<file path="config.mk">
export PLATFORM = sky130hd
export DESIGN_NAME = dma_evt_irq
export DESIGN_NICKNAME = d
export VERILOG_FILES = /design/src/rtl/dmairq_pkg.sv /design/src/rtl/evt_status_reg.sv /design/src/rtl/irq_mask_reg.sv /design/src/rtl/irq_read_out.sv /design/src/rtl/dma_evt_irq.sv
export SDC_FILE = /design/constraint.sdc
export NUM_CORES = 1
export LEC_CHECK = 0
export BUFFER_PORTS_ARGS = -buffer_cell sky130_fd_sc_hd__buf_2
export CORE_ASPECT_RATIO = 1.2
export CORE_MARGIN = 2
export CORE_UTILIZATION = 32
export DETAILED_ROUTE_END_ITERATION = 10
export PLACE_DENSITY = 0.66
export SYNTH_ARGS = -nofsm -noshare
export SYNTH_HDL_FRONTEND = slang
export SYNTH_SLANG_ARGS = --single-unit
</file>
<file path="constraint.sdc">
create_clock -name clk -period 5.1 [get_ports clk]
set_input_delay 0.51 -clock clk [delete_from_list [all_inputs] [get_ports clk]]
set_output_delay 0.51 -clock clk [all_outputs]
set_load 0.005 [all_outputs]
</file>
<file path="src/rtl/dmairq_pkg.sv">
package dmairq_pkg;
   localparam int unsigned WORD_W     = 32;
   localparam int unsigned GRP_STRIDE = 8;
   localparam int unsigned N_GRP      = 3;
   localparam int unsigned MAX_CH     = 8;

   typedef logic [WORD_W-1:0] word_t;

   localparam logic [7:0] OFF_SETM = 8'h18;
   localparam logic [7:0] OFF_CLRM = 8'h1C;
   localparam logic [7:0] OFF_MASK = 8'h20;
   localparam logic [7:0] OFF_STAT = 8'h24;

   // Bits of the event word that belong to an existing channel
   function automatic word_t valid_bits(int unsigned nch);
      word_t v;
      v = '0;
      for (int unsigned g = 0; g < N_GRP; g++)
         for (int unsigned c = 0; c < nch; c++)
            v[g*GRP_STRIDE + c] = 1'b1;
      return v;
   endfunction
endpackage

</file>
<file path="src/rtl/evt_status_reg.sv">
module evt_status_reg
   import dmairq_pkg::*;
#(
   parameter int unsigned NUM_CH = 8
)(
   input  logic              clk,
   input  logic              rst_n,
   input  logic [NUM_CH-1:0] evt_btc,
   input  logic [NUM_CH-1:0] evt_chn,
   input  logic [NUM_CH-1:0] evt_err,
   input  logic              clr,
   output word_t             stat_q,
   output word_t             stat_d
);
   logic [N_GRP-1:0][NUM_CH-1:0] evt_grp;
   word_t                        evt_word;

   assign evt_grp = {evt_err, evt_chn, evt_btc};

   always_comb begin
      evt_word = '0;
      for (int unsigned g = 0; g < N_GRP; g++)
         for (int unsigned c = 0; c < NUM_CH; c++)
            evt_word[g*GRP_STRIDE + c] = evt_grp[g][c];
   end

   // New events always win over the read-clear
   assign stat_d = (clr ? '0 : stat_q) | evt_word;

   always_ff @(posedge clk) begin
      if (!rst_n) stat_q <= '0;
      else        stat_q <= stat_d;
   end
endmodule

</file>
<file path="src/rtl/irq_mask_reg.sv">
module irq_mask_reg
   import dmairq_pkg::*;
#(
   parameter int unsigned NUM_CH = 8
)(
   input  logic  clk,
   input  logic  rst_n,
   input  logic  set_en,
   input  logic  clr_en,
   input  word_t wdata,
   output word_t mask_q,
   output word_t mask_d
);
   localparam word_t VALID = valid_bits(NUM_CH);

   word_t set_bits, clr_bits;

   assign set_bits = set_en ? (wdata & VALID) : '0;
   assign clr_bits = clr_en ? (wdata & VALID) : '0;
   assign mask_d   = (mask_q | set_bits) & ~clr_bits;

   always_ff @(posedge clk) begin
      if (!rst_n) mask_q <= '0;
      else        mask_q <= mask_d;
   end
endmodule

</file>
<file path="src/rtl/irq_read_out.sv">
module irq_read_out
   import dmairq_pkg::*;
(
   input  logic  clk,
   input  logic  rst_n,
   input  logic  rd_mask,
   input  logic  rd_stat,
   input  word_t mask_q,
   input  word_t stat_q,
   input  word_t mask_d,
   input  word_t stat_d,
   output word_t rdata,
   output logic  irq
);
   word_t rsel;

   always_comb begin
      rsel = '0;
      if (rd_mask) rsel = mask_q;
      if (rd_stat) rsel = stat_q;
   end

   always_ff @(posedge clk) begin
      if (!rst_n) begin
         rdata <= '0;
         irq   <= 1'b0;
      end else begin
         rdata <= rsel;
         irq   <= |(stat_d & mask_d);
      end
   end
endmodule

</file>
<file path="src/rtl/dma_evt_irq.sv">
module dma_evt_irq
   import dmairq_pkg::*;
#(
   parameter int unsigned NUM_CH = 8,
   parameter int unsigned ADDR_W = 8
)(
   input  logic              clk,
   input  logic              rst_n,
   input  logic              wr_en,
   input  logic              rd_en,
   input  logic [ADDR_W-1:0] addr,
   input  logic [31:0]       wdata,
   input  logic [NUM_CH-1:0] evt_btc,
   input  logic [NUM_CH-1:0] evt_chn,
   input  logic [NUM_CH-1:0] evt_err,
   output logic [31:0]       rdata,
   output logic              irq
);
   if (NUM_CH < 1 || NUM_CH > MAX_CH) begin : g_bad_nch
      $error("dma_evt_irq: NUM_CH must be between 1 and 8");
   end
   if (ADDR_W < 6) begin : g_bad_aw
      $error("dma_evt_irq: ADDR_W too small for register offsets");
   end

   localparam logic [ADDR_W-1:0] A_SETM = ADDR_W'(OFF_SETM);
   localparam logic [ADDR_W-1:0] A_CLRM = ADDR_W'(OFF_CLRM);
   localparam logic [ADDR_W-1:0] A_MASK = ADDR_W'(OFF_MASK);
   localparam logic [ADDR_W-1:0] A_STAT = ADDR_W'(OFF_STAT);

   logic  set_en, clr_en, rd_mask, rd_stat;
   word_t mask_q, mask_d, stat_q, stat_d;

   assign set_en  = wr_en && (addr == A_SETM);
   assign clr_en  = wr_en && (addr == A_CLRM);
   assign rd_mask = rd_en && (addr == A_MASK);
   assign rd_stat = rd_en && (addr == A_STAT);

   evt_status_reg #(.NUM_CH(NUM_CH)) u_stat (
      .clk(clk), .rst_n(rst_n),
      .evt_btc(evt_btc), .evt_chn(evt_chn), .evt_err(evt_err),
      .clr(rd_stat), .stat_q(stat_q), .stat_d(stat_d)
   );

   irq_mask_reg #(.NUM_CH(NUM_CH)) u_mask (
      .clk(clk), .rst_n(rst_n),
      .set_en(set_en), .clr_en(clr_en), .wdata(wdata),
      .mask_q(mask_q), .mask_d(mask_d)
   );

   irq_read_out u_rd (
      .clk(clk), .rst_n(rst_n),
      .rd_mask(rd_mask), .rd_stat(rd_stat),
      .mask_q(mask_q), .stat_q(stat_q),
      .mask_d(mask_d), .stat_d(stat_d),
      .rdata(rdata), .irq(irq)
   );
endmodule

</file>
* Word level (Yosys, flattened, before mapping)
Index checks and enable logic that the tools add are counted.
** Storage, ports and cells
- Logic and storage cells :: 23
- Input bits :: 68
- Register bits after elaboration :: 97
** Operators by class
- Muxes and demuxes :: 5
- Reductions and logical operators :: 5
- Bitwise operators :: 5
- Equal/unequal tests :: 4
** Operators by type and width (count)
- $mux 32 :: 3
- $and 32x32->32 :: 2
- $mux 24 :: 2
- $not 32->32 :: 1
- $or 32x24->32 :: 1
- $or 32x32->32 :: 1
- $reduce_or 32->1 :: 1
- $eq 8x5->1 const B :: 2
- $eq 8x6->1 const B :: 2
- $logic_and 1x1->1 :: 4

* Longest topological paths before layout
- Depth in word-level cells :: 7
- Mapped depth :: 8
- Gate-level depth less buffers :: 6

* Modules after synthesis
Synthesis repeated with hierarchy kept, for this count alone.
** Second synthesis, totals
- Cells, all modules :: 390
- Area, all modules :: 3937.5 µm²
** Modules (own cells, without submodules)
- irq_read_out :: times used 1, area each 1340.0 µm², sequential area each 660.6 µm², cells each 133
- irq_mask_reg :: times used 1, area each 1263.7 µm², sequential area each 480.5 µm², cells each 123
- evt_status_reg :: times used 1, area each 1256.2 µm², sequential area each 640.6 µm², cells each 126
- dma_evt_irq :: times used 1, area each 77.6 µm², sequential area each 0.0 µm², cells each 8

* Worst setup path before layout
No wires, ideal clock.
- Kind :: input port to flip-flop
- Start point :: input addr[7]
- End point :: register u_rd.irq
- Setup slack :: 3.025 ns
- Setup time :: 0.131 ns
- Data required time :: 4.969 ns
- Cell stages on the path :: 7
- Path buffers :: 1
- Arrival :: 1.944 ns
- Cells stage by stage :: nor4_4 -> nand3_4 -> clkbuf_8 -> a21oi_1 -> o22ai_1 -> nor4_1 -> a31oi_1
** On the way
- Cells in the longest elaborated chain, start to end :: 7
- Elaborated cells between the ends (all ways) :: 15
** RTL lines
- start: declaration :: line dma_evt_irq.sv:11 : input logic [ADDR_W-1:0] addr,
- $eq 8x5->1 (on tied branches) :: line dma_evt_irq.sv:34, dma_evt_irq.sv:35
- $logic_and 1x1->1 (on tied branches) :: line dma_evt_irq.sv:34, dma_evt_irq.sv:35
- $mux 24 (on tied branches) :: line irq_mask_reg.sv:18, irq_mask_reg.sv:19
- $or 32x32->32 or $not 32->32 (tied branches) :: line irq_mask_reg.sv:20 : assign mask_d = (mask_q | set_bits) & ~clr_bits;
- $and 32x32->32 :: line irq_mask_reg.sv:20
- $and 32x32->32 * :: line irq_read_out.sv:29 : irq <= |(stat_d & mask_d);
- $reduce_or 32->1 * :: line irq_read_out.sv:29
- end signal: assignment :: line irq_read_out.sv:29
- end: declaration :: line irq_read_out.sv:13 : output logic irq
Every way passes the cells marked *; elsewhere a longest branch is shown, timed or not.
A chain may end at the register's enable or synchronous reset.

* Worst setup path in the final report
Ends and elaborated chain as after synthesis.

==> metrics.cfg <==
[timing]
setup_violations=0
worst_pin_slew_ps=1190
hold_viol=0
relSlewSlack_pct=20.6
rsz0062_at_grt=no
max_freq_ghz=0.373
fin_skew_ps=10.6
drv_slew=0
finalSetupTns_ps=0
worst_slack_ps=2420
min_period_ps=2680
finalCritPeriodShare_pct=52.6

[clock_network]
clock-sinks=73
cts.path.max_buffers=2
insertion_delay_ps=350
cts_resized=0
cts_buffers=9
cts_htree_levels=3
hold_buffers=0
post_cts_buffers=0
clkTransAtPathRegs_ps=80
cts_tree=yes
root_buffer=clkbuf_8

[placement]
dpl.hpwl_mm=4.54
finalWeightedCongestion=0.759
numPortBuffers=84
dpl_worst_slack_ps=2000

[floorplan]
ioPinCount=101
start_util_pct=32.6
die_w_um=89.0
design.core.area_um2=8520
row_count=37
dieArea_um2=9430
die_y_um=106

[logic_synthesis]
synth_cell_types=23
synth_top_area_cell=dfxtp_1
synthTopCellsByCount=dfxtp_1 (73), nor2_1 (72), a21oi_1 (24), a22oi_1 (24), mux2i_1 (24)
synth_ff_type=dfxtp_1
netlist_area_um2=2770
ys_seq_area_share_pct=52.7
yosys.area.top_type_share_pct=52.7
synth-seq-cells=73
async_flop_share_pct=0
ys_top_cells_by_area=dfxtp_1 (53%), nor2_1 (9.7%), mux2i_1 (8.7%)
synth_edf_count=0
ys_warn_count=0
synth_most_common_cell=dfxtp_1
synthCells=296
syn_avg_cell_area_um2=9.37

[hold_path]
hp-class=in2reg

[worst_setup_path]
cp_top_family=simple AND/OR/NAND/NOR gates
cp_num_buf_inv=1
crit_chain=buf_2 > nor4_4 > nand3_4 > a21oi_1 > o22ai_1 > nor4_1 > a31oi_1
slowest_delay_ps=790
slowest_stage=nor4_4
cp-start-kind=input pin
arrival_ps=2880
worstPathRequired_ps=5290
critical_path_peak_fanout=24
crit_type=in2reg
crit_path_end_kind=register

[final_layout]
layout-drive-gt1-share_pct=28.5
multi_input_area_um2=1140
syn_to_final_growth_pct=21.4
fin_nets=437
fillers=903
n_antenna_cell=0
seq_area_um2=1460

[power]
leakage_uw=0.00159
vdd_ir_drop_max_v=0.000138
power_density_nw_per_um2=324
power_uw=1090

[outcome]
outcome=finished, final reports clean

[global_route]
antenna_found_initial=0
grt_start_max_net_pins=74
grt_pass1_vias=2279
track_usage_pct=14.9
grt_pass1_wl_mm=10.6
grt_overflow=0

[job]
cap_viol_max_count=0

[drt]
ant_nets=0
postRouteWirelength_mm=6.88
via_per_inst=4.89
avgRoutedWirePerCell_um=14.1
drt_iter0_drc=159
first_pass_iters=4
vias=2392
drc_errors=0

worst paths after layout:
| check | startpoint | slack, ps | end | depth (start not counted) |
|---|---|---|---|---|
| worst max-delay path | addr[7] | 2420 | u_rd.irq | 7 |
| worst max register to register | u_mask.mask_q[20] | 3780 | u_rd.irq | 4 |
| worst min register to register | u_mask.mask_q[11] | 500 | u_rd.rdata[11] | 2 |
| worst min-delay path | evt_btc[3] | 380 | u_stat.stat_q[3] | 3 |
state kept, by name, summed over array words and instances, names as in the netlist:
signal	count
u_mask.mask_q	24
u_rd.irq	1
u_rd.rdata	24
u_stat.stat_q	24
cells by family after synthesis:
group | Yosys count | share of synthesized area, %
buffers and inverters | 32 | 7.08
muxes | 24 | 8.66
DFF | 73 | 52.7
and+or+nand+nor | 105 | 17.7
AOI/OAI and AO/OA | 61 | 13.8
other | 1 | 0.135
power breakdown:
group / leakage (uW) / switching, uW / total (uW) / internal [uW]
Sequential: 0.000596 / 7.13 / 591 / 584
Clock: 0.0000978 / 205 / 436 / 231
Combinational: 0.000893 / 36.6 / 63.0 / 26.4
layer usage:
layer | GRT usage, % | wire length, um
met1 | 17.3 | 2960
met3 | 6.06 | 504
met4 | 5.65 | 123
met5 | 0 | 0
met2 | 24.3 | 3290
cell usage in the layout (no fill, tap or decap), types with 2 or more instances in the layout:
| master | netlist | layout |
|---|---|---|
| mux2i_1 | 24 | 24 |
| o22ai_1 | 12 | 12 |
| clkbuf_8 | 1 | 10 |
| buf_2 | 5 | 84 |
| a22oi_1 | 24 | 24 |
| nand3_1 | 23 | 23 |
| conb_1 | 1 | 8 |
| clkinv_2 | 0 | 3 |
| a21oi_1 | 24 | 24 |
| nor2_1 | 72 | 72 |
| and3_2 | 2 | 2 |
| dfxtp_1 | 73 | 73 |
| nor4_1 | 3 | 3 |
tightest hold or removal path, cell delays in order:
cell     delay, ps
buf_2           80
a21oi_1         40
nor2_1          70
cell type report:
| class | count | share of cell area (%) |
|---|---|---|
| flip-flops and latches | 73 | 43.4 |
| clock buffers | 10 | 4.09 |
| repair buffers | 85 | 12.7 |
| multi-input cells | 198 | 33.9 |
| inverters | 2 | 0.223 |
| well taps | 117 | 4.35 |
| clock inverters | 4 | 1.34 |
stage by stage:
step | std cells | util, % | instance area (um^2) | hold slack (ps)
final | 489 | 39.5 | 3370 | 376
after floorplan | 303 | - | 2800 | 465
after global routing | 489 | 39.5 | 3370 | 370
after CTS | 489 | 39.5 | 3370 | 357
after detailed placement | 475 | 37.4 | 3190 | 484
after global placement | 475 | 37.4 | 3190 | 473
(Power assumes the default switching activity.)
